`src/rtl/eepw_pkg.sv`:
```
package eepw_pkg;
    typedef enum logic [1:0] {
        ST_IDLE    = 2'd0,
        ST_COLLECT = 2'd1,
        ST_PROGRAM = 2'd2
    } wstate_t;

    // strobe bit positions in the synchronised vector
    localparam int SB_CS = 2;
    localparam int SB_WE = 1;
    localparam int SB_OE = 0;
endpackage

```
`src/rtl/eepw_sync.sv`:
```
module eepw_sync #(
    parameter int W = 3
) (
    input  logic         clk,
    input  logic         rst_n,
    input  logic [W-1:0] raw,
    output logic [W-1:0] lvl,
    output logic [W-1:0] prv
);
    logic [W-1:0] meta;

    // strobes idle high, so reset to all ones to avoid false edges
    always_ff @(posedge clk or negedge rst_n) begin
        if (!rst_n) begin
            meta <= '1;
            lvl  <= '1;
            prv  <= '1;
        end else begin
            meta <= raw;
            lvl  <= meta;
            prv  <= lvl;
        end
    end
endmodule

```
`src/rtl/eepw_store.sv`:
```
module eepw_store #(
    parameter int ADDR_W      = 15,
    parameter int DATA_W      = 8,
    parameter int OFF_W       = 6,
    parameter int STORE_PAGES = 4
) (
    input  logic                          clk,
    input  logic                          rst_n,
    input  logic [ADDR_W-1:0]             rd_addr,
    output logic [DATA_W-1:0]             rd_data,
    input  logic                          wr_en,
    input  logic [ADDR_W-OFF_W-1:0]       wr_page,
    input  logic [(1<<OFF_W)*DATA_W-1:0]  wr_bytes,
    input  logic [(1<<OFF_W)-1:0]         wr_mask
);
    localparam int PAGE_SZ = 1 << OFF_W;
    localparam int SP_W    = $clog2(STORE_PAGES);
    localparam int IDX_W   = SP_W + OFF_W;
    localparam int DEPTH   = STORE_PAGES * PAGE_SZ;

    logic [DATA_W-1:0] mem [DEPTH];
    logic [SP_W-1:0]   rd_pi;
    logic [SP_W-1:0]   wr_pi;
    logic [IDX_W-1:0]  rd_idx;

    always_comb begin
        rd_pi   = SP_W'(rd_addr[ADDR_W-1:OFF_W] % STORE_PAGES);
        wr_pi   = SP_W'(wr_page % STORE_PAGES);
        rd_idx  = {rd_pi, rd_addr[OFF_W-1:0]};
        rd_data = mem[rd_idx];
    end

    always_ff @(posedge clk or negedge rst_n) begin
        if (!rst_n) begin
            for (int i = 0; i < DEPTH; i++) mem[i] <= '0;
        end else if (wr_en) begin
            for (int j = 0; j < PAGE_SZ; j++) begin
                if (wr_mask[j])
                    mem[{wr_pi, OFF_W'(j)}] <= wr_bytes[j*DATA_W +: DATA_W];
            end
        end
    end
endmodule

```
`src/rtl/eepw_ctrl.sv`:
```
module eepw_ctrl
    import eepw_pkg::*;
#(
    parameter int ADDR_W   = 15,
    parameter int DATA_W   = 8,
    parameter int OFF_W    = 6,
    parameter int PAGE_CYC = 30000,
    parameter int PROG_CYC = 2000000
) (
    input  logic                                clk,
    input  logic                                rst_n,
    input  logic [2:0]                          lvl,
    input  logic [2:0]                          prv,
    input  logic [ADDR_W-1:0]                   addr,
    input  logic [DATA_W-1:0]                   din,
    output wstate_t                             state,
    output logic                                busy,
    output logic [DATA_W-1:0]                   last_byte,
    output logic [$clog2(PROG_CYC+1)-1:0]       prog_cnt,
    output logic                                prog_we,
    output logic [ADDR_W-OFF_W-1:0]             prog_page,
    output logic [(1<<OFF_W)*DATA_W-1:0]        buf_bytes,
    output logic [(1<<OFF_W)-1:0]               buf_mask
);
    localparam int PAGE_SZ = 1 << OFF_W;
    localparam int PG_W    = ADDR_W - OFF_W;
    localparam int WC_W    = $clog2(PAGE_CYC + 1);
    localparam int PC_W    = $clog2(PROG_CYC + 1);

    wstate_t           nxt;
    logic              wr_now, wr_was, wr_rise, wr_fall, we_fall;
    logic              armed, commit, win_done, prog_done;
    logic [OFF_W-1:0]  lat_off;
    logic [PG_W-1:0]   lat_pg;
    logic [PG_W-1:0]   page;
    logic [WC_W-1:0]   win_cnt;
    logic [DATA_W-1:0] pbuf [PAGE_SZ];

    always_comb begin
        wr_now    = ~lvl[SB_CS] & ~lvl[SB_WE] & lvl[SB_OE];
        wr_was    = ~prv[SB_CS] & ~prv[SB_WE] & prv[SB_OE];
        wr_rise   = wr_now & ~wr_was;
        wr_fall   = ~wr_now & wr_was;
        we_fall   = prv[SB_WE] & ~lvl[SB_WE];
        commit    = wr_fall & armed & (state != ST_PROGRAM);
        win_done  = (win_cnt == WC_W'(PAGE_CYC - 1));
        prog_done = (prog_cnt == PC_W'(PROG_CYC - 1));
    end

    // next-state logic
    always_comb begin
        nxt = state;
        unique case (state)
            ST_IDLE:    if (commit)               nxt = ST_COLLECT;  // T_FIRST
            ST_COLLECT: if (!we_fall && win_done) nxt = ST_PROGRAM;  // T_EXPIRE
            ST_PROGRAM: if (prog_done)            nxt = ST_IDLE;     // T_DONE
            default:                              nxt = ST_IDLE;
        endcase
    end

    // state register
    always_ff @(posedge clk or negedge rst_n) begin
        if (!rst_n) state <= ST_IDLE;
        else        state <= nxt;
    end

    // state-driven outputs
    always_comb begin
        busy      = (state == ST_PROGRAM);
        prog_we   = (state == ST_PROGRAM) && prog_done;
        prog_page = page;
    end

    // capture, counters and buffer bookkeeping
    always_ff @(posedge clk or negedge rst_n) begin
        if (!rst_n) begin
            armed     <= 1'b0;
            lat_off   <= '0;
            lat_pg    <= '0;
            page      <= '0;
            win_cnt   <= '0;
            prog_cnt  <= '0;
            last_byte <= '0;
            buf_mask  <= '0;
        end else begin
            if (state == ST_PROGRAM) begin
                armed <= 1'b0;
            end else if (wr_rise) begin
                armed   <= 1'b1;
                lat_off <= addr[OFF_W-1:0];
                lat_pg  <= addr[ADDR_W-1:OFF_W];
            end else if (wr_fall) begin
                armed <= 1'b0;
            end

            if (commit) begin
                last_byte <= din;
                if (state == ST_IDLE) page <= lat_pg;
            end

            if (state == ST_COLLECT) begin
                if (we_fall)       win_cnt <= '0;
                else if (!win_done) win_cnt <= win_cnt + 1'b1;
            end else begin
                win_cnt <= '0;
            end

            if (state != ST_PROGRAM) prog_cnt <= '0;
            else if (!prog_done)     prog_cnt <= prog_cnt + 1'b1;

            if (prog_we)     buf_mask          <= '0;
            else if (commit) buf_mask[lat_off] <= 1'b1;
        end
    end

    always_ff @(posedge clk) begin
        if (commit) pbuf[lat_off] <= din;
    end

    for (genvar g = 0; g < PAGE_SZ; g++) begin : g_flat
        assign buf_bytes[g*DATA_W +: DATA_W] = pbuf[g];
    end
endmodule

```
`src/rtl/eeprom_page_writer.sv`:
```
module eeprom_page_writer
    import eepw_pkg::*;
#(
    parameter int ADDR_W      = 15,
    parameter int DATA_W      = 8,
    parameter int OFF_W       = 6,
    parameter int STORE_PAGES = 4,
    parameter int PAGE_CYC    = 30000,
    parameter int PROG_CYC    = 2000000
) (
    input  logic              clk,
    input  logic              rst_n,
    input  logic              cs_n,
    input  logic              we_n,
    input  logic              oe_n,
    input  logic [ADDR_W-1:0] addr,
    input  logic [DATA_W-1:0] din,
    output logic [DATA_W-1:0] dout,
    output logic              dout_en
);
    localparam int PAGE_SZ = 1 << OFF_W;
    localparam int PG_W    = ADDR_W - OFF_W;
    localparam int PC_W    = $clog2(PROG_CYC + 1);

    logic [2:0]                s_lvl, s_prv;
    wstate_t                   st;
    logic                      busy;
    logic [DATA_W-1:0]         last_b;
    logic [PC_W-1:0]           pcnt;
    logic                      prog_we;
    logic [PG_W-1:0]           prog_page;
    logic [PAGE_SZ*DATA_W-1:0] bytes_flat;
    logic [PAGE_SZ-1:0]        bmask;
    logic [DATA_W-1:0]         rdata;
    logic [DATA_W-1:0]         poll_val;
    logic                      rd_lvl;

    eepw_sync #(.W(3)) u_sync (
        .clk   (clk),
        .rst_n (rst_n),
        .raw   ({cs_n, we_n, oe_n}),
        .lvl   (s_lvl),
        .prv   (s_prv)
    );

    eepw_ctrl #(
        .ADDR_W(ADDR_W), .DATA_W(DATA_W), .OFF_W(OFF_W),
        .PAGE_CYC(PAGE_CYC), .PROG_CYC(PROG_CYC)
    ) u_ctrl (
        .clk       (clk),
        .rst_n     (rst_n),
        .lvl       (s_lvl),
        .prv       (s_prv),
        .addr      (addr),
        .din       (din),
        .state     (st),
        .busy      (busy),
        .last_byte (last_b),
        .prog_cnt  (pcnt),
        .prog_we   (prog_we),
        .prog_page (prog_page),
        .buf_bytes (bytes_flat),
        .buf_mask  (bmask)
    );

    eepw_store #(
        .ADDR_W(ADDR_W), .DATA_W(DATA_W), .OFF_W(OFF_W), .STORE_PAGES(STORE_PAGES)
    ) u_store (
        .clk      (clk),
        .rst_n    (rst_n),
        .rd_addr  (addr),
        .rd_data  (rdata),
        .wr_en    (prog_we),
        .wr_page  (prog_page),
        .wr_bytes (bytes_flat),
        .wr_mask  (bmask)
    );

    always_comb begin
        rd_lvl   = ~s_lvl[SB_CS] & ~s_lvl[SB_OE] & s_lvl[SB_WE];
        poll_val = '0;
        poll_val[DATA_W-1] = ~last_b[DATA_W-1];
    end

    always_ff @(posedge clk or negedge rst_n) begin
        if (!rst_n) begin
            dout_en <= 1'b0;
            dout    <= '0;
        end else begin
            dout_en <= rd_lvl;
            dout    <= rd_lvl ? (busy ? poll_val : rdata) : '0;
        end
    end
endmodule

```
`config.mk`:
```
export PLATFORM = sky130hd
export DESIGN_NAME = eeprom_page_writer
export DESIGN_NICKNAME = d
export VERILOG_FILES = /design/src/rtl/eepw_pkg.sv /design/src/rtl/eepw_sync.sv /design/src/rtl/eepw_store.sv /design/src/rtl/eepw_ctrl.sv /design/src/rtl/eeprom_page_writer.sv
export SDC_FILE = /design/constraint.sdc
export NUM_CORES = 2
export LEC_CHECK = 0
export BUFFER_PORTS_ARGS = -buffer_cell sky130_fd_sc_hd__buf_2
export CORE_ASPECT_RATIO = 0.9
export CORE_MARGIN = 4
export CORE_UTILIZATION = 45
export CTS_CLUSTER_SIZE = 16
export DETAILED_ROUTE_END_ITERATION = 8
export GPL_TIMING_DRIVEN = 0
export PLACE_DENSITY = 0.62
export SYNTH_ARGS = -nofsm -noshare
export SYNTH_HDL_FRONTEND = slang
export SYNTH_SLANG_ARGS = --single-unit
```
`constraint.sdc`:
```
create_clock -name clk -period 3.69 [get_ports clk]
set_clock_uncertainty 0.15 [all_clocks]
set_input_delay 0 -clock clk [delete_from_list [all_inputs] [get_ports clk]]
set_output_delay 0 -clock clk [all_outputs]
set_load 0.1 [all_outputs]
```
==> impl_metrics.csv <==
group,metric,value,unit
clock_network,cts_tree,"built",
global_routing,use_met2,0.4595,
logic_synthesis,yosys_most_used_dff,"dfrtp_1",
worst_setup_path,crit_slowest_cell,"clkbuf_2",
outcome,status,"complete, but fails checks",
clock_network,ctsLongestPathBuffers,4,
global_routing,grt-ovfl-total,0,
sta,layout_min_cycle_time,3.957,ns
sta,slew_headroom,-0.08795,
sta,fin_ws,-0.2671,ns
cells_and_area,instances_no_fill,10700,
sta,finalHoldViolCount,0,
placement,dp_cells,10080,
global_routing,busiest_layer,"met2",
sta,setup_violations,18,
floorplan,boundaryPins,37,
outcome,failed_checks,"capacitance limit, slew limit, setup timing",
worst_setup_path,critPathMaxStageDelay,0.80,ns
power,intPower,48.66,mW
placement,dp_hpwl,306300,microns
sta,tightest_slew,1.591,ns
routing,remaining_drc_errors,0,
routing,drt_iter0_drc,9117,
logic_synthesis,ys_seq_area_frac,0.6019,
logic_synthesis,syn-instance-count,6625,
power,powerDensity,479.8,nW/um^2
placement,numPortBuffers,27,
sta,drv_slew,53,
floorplan,start_util,0.4533,
worst_setup_path,arrival,4.52,ns
routing,final_antenna_net_count,0,
cells_and_area,area_growth,14.61,%
logic_synthesis,synth_edf_count,512,
placement,dp_worst_setup_slack,-2.776,ns
floorplan,die_x,543.6,microns
routing,num_vias,69310,
sta,max_freq,252.7,MHz
global_routing,grt_use_met3,0.1392,
floorplan,dieHeight,490.1,microns
clock_network,cts_buffers,290,
worst_setup_path,cp-end-kind,"flip-flop",
worst_setup_path,start_kind,"input port",
logic_synthesis,yosys_warnings,0,
worst_setup_path,criticalPathCategory,"in2reg",
power,power,63.90,mW
logic_synthesis,ys_ff_latch,2692,
worst_setup_path,critPathMaxFanout,10,
worst_hold_path,hold_class,"in2reg",
power,vdd_drop_max,0.3362,mV
power,p_clk_frac,0.469,
floorplan,std_cell_rows,176,
power,switching_share,0.2385,
sta,grt_setup_unrepaired,"true",
sta,finalSetupTns,-1.873,ns
global_routing,grt_first_pass_wirelength,603800,microns
clock_network,ctsHtreeMaxLevel,5,
global_routing,antenna_found_initial,47,
clock_network,path_clk_slew,0.06,ns
worst_setup_path,cp.required,4.25,ns
worst_setup_path,crit_path_cell_trace,"buf_2, buf_4, buf_4, buf_4, clkbuf_2, mux4_2, a22o_1, nor3_1, a211oi_1, o31ai_1, o31ai_4",
floorplan,die_area,266400,sq um
power,p_leak,62.71,nW
routing,routedWlPerCell,41.85,microns
global_routing,grt_util_met1,0.4545,
cells_and_area,fin_nets,7095,
worst_setup_path,path_common_cell,"buf_4",
worst_setup_path,crit_buf_inv,5,
placement,routabilityCongestion,1.016,
clock_network,cts.sinks,2692,
clock_network,cts_root_buffer,"clkbuf_16",
sta,hold_slack,0.04208,ns
power,power_frac_comb,0.054,
global_routing,grtUsageTotal,0.3338,
logic_synthesis,netlist_area,116200,sq um
cells_and_area,drive_gt1_frac,0.5005,
clock_network,clock_latency,0.92,ns
logic_synthesis,syn_area_per_cell,17.54,sq um
power,p_seq_frac,0.478,
floorplan,core,256300,sq um
routing,viasPerCell,6.478,
logic_synthesis,synth_nets,6655,
routing,drt-pass1-iter-count,6,
power,power_switching,15.24,mW
global_routing,grt_pass1_vias,69370,
flow_run,max_cap_violations,6,
routing,routed_wl,447700,microns
logic_synthesis,synthDistinctLibCells,74,
worst_setup_path,critPathTopFamily,"buffers and inverters",
global_routing,grt_max_degree,169,
sta,post-route-period-util,1.072,
logic_synthesis,synth-async-reset-ratio,0.8098,
-- state kept, by name, summed over array words and instances, names as in the netlist, 6 cells and up --
register	flops
u_store.mem	2048
dout	8
u_ctrl.prog_cnt	21
u_ctrl.buf_mask	64
u_ctrl.pbuf	512
u_ctrl.lat_off	6
u_ctrl.win_cnt	15
-- cell usage in the layout, fill, tap and decap left out, types with 37 or more instances in the layout --
| cell | instances |
|---|---|
| nand2_2 | 124 |
| mux4_2 | 549 |
| mux2_1 | 77 |
| dfrtp_1 | 2171 |
| clkbuf_2 | 37 |
| clkbuf_8 | 52 |
| o21ai_0 | 37 |
| nand2_8 | 60 |
| clkbuf_1 | 138 |
| clkinv_2 | 37 |
| o21a_1 | 64 |
| buf_4 | 82 |
| edfxtp_1 | 512 |
| clkbuf_16 | 302 |
| mux2_4 | 480 |
| nand2_4 | 63 |
| buf_2 | 95 |
| mux2_2 | 1506 |
| nor2_1 | 82 |
| nand2_1 | 124 |
| mux2i_1 | 54 |
-- cells in the mapped netlist, drive strengths merged (7+ instances only) --
master,n,share of area
a211oi,16,0.0010
a21oi,27,0.0012
a22o,13,0.00098
a22oi,33,0.0021
a31oi,10,0.00054
a32oi,9,0.00068
and2,11,0.00059
and3,13,0.00070
buf,178,0.0096
clkbuf,108,0.0035
dfrtp,2171,0.47
dfstp,9,0.0020
edfxtp,512,0.13
inv,11,0.00036
mux2,2063,0.22
mux2i,58,0.0050
mux4,549,0.11
nand2,371,0.026
nand3,39,0.0017
nand4,11,0.00059
nor2,127,0.0041
nor2b,12,0.00065
nor3,14,0.00060
nor4,7,0.00051
o21a,64,0.0041
o21ai,37,0.0016
o221ai,14,0.0011
o22ai,34,0.0018
or3,7,0.00038
xnor2,7,0.00053
xor2,19,0.0014
-- area by class of cell --
class | count | area [sq um]
inverters | 11 | 43.79
flip-flops and latches | 2692 | 69940
clock inverters | 90 | 1079
plain buffers | 286 | 1958
diodes | 17 | 42.54
well taps | 3382 | 4232
fillers | 20820 | 123200
multi-input cells | 3636 | 45320
repair buffers | 148 | 2012
clock buffers | 437 | 8542
-- cell families (layout without fill, tap and decap cells) --
group,count (synthesis),in the layout,share of synthesized area
AO/OA/AOI/OAI,297,297,0.01810
XOR/XNOR,26,26,0.001960
adder cells (fa/ha/maj),2,2,0.0002153
buffers and inverters,297,972,0.01347
flip-flops,2692,2692,0.6019
multiplexers,2670,2670,0.3269
other,0,17,0
AND/OR/NAND/NOR,641,641,0.03744
-- final timing paths --
path,end,from,slack (ns),depth (start not counted)
worst max-delay path,dout[4],addr[1],-0.27,11
worst min-delay path,u_ctrl.pbuf[61][0],din[0],0.04,2
worst max register to register,u_ctrl.buf_mask[9],u_ctrl.state[0],-0.05,7
worst min register to register,u_sync.lvl[0],u_sync.meta[0],0.20,0
max in group asynchronous,u_store.mem[210],rst_n,0.50,7
min in group asynchronous,u_store.mem[1971],rst_n,0.34,4
-- repair_timing --
action | CTS | global route
buffers inserted | 31 | 19
endpoints found under the setup margin | 1453 | 1101
pin swaps | 17 | 17
cloned | 0 | 2
hold endpoints to repair | 1132 | 0
resized for setup | 222 | 99
hold buffers | 26 | 0
-- per-stage QoR --
stage / utilization / area (sq um)
6_report: 0.5195 / 133200
5_1_grt: 0.5194 / 133100
4_1_cts: 0.5169 / 132500
3_5_place_dp: 0.4747 / 121700
3_3_place_gp: 0.4703 / 120600
2_1_floorplan: - / 116200
-- routing by layer --
layer | vias up | share of wire | wire length (microns)
met2 | 4092 | 0.42 | 186100
met4 | 16 | 0.063 | 28040
met3 | 1008 | 0.13 | 56530
met5 | - | 0.00026 | 117
li1 | 26120 | - | -
met1 | 38080 | 0.40 | 177000
-- power groups by stage --
stage          logic [mW]  registers (mW)  clock network [mW]
4_1_cts              3.29            30.5                30.1
3_5_place_dp         3.18            31.1                   0
2_1_floorplan        1.17            31.1                   0
6_report             3.43            30.5                29.9
5_1_grt              3.50            30.5                31.4
3_3_place_gp         2.98            31.2                   0
Power figures use the tool's default switching activity.
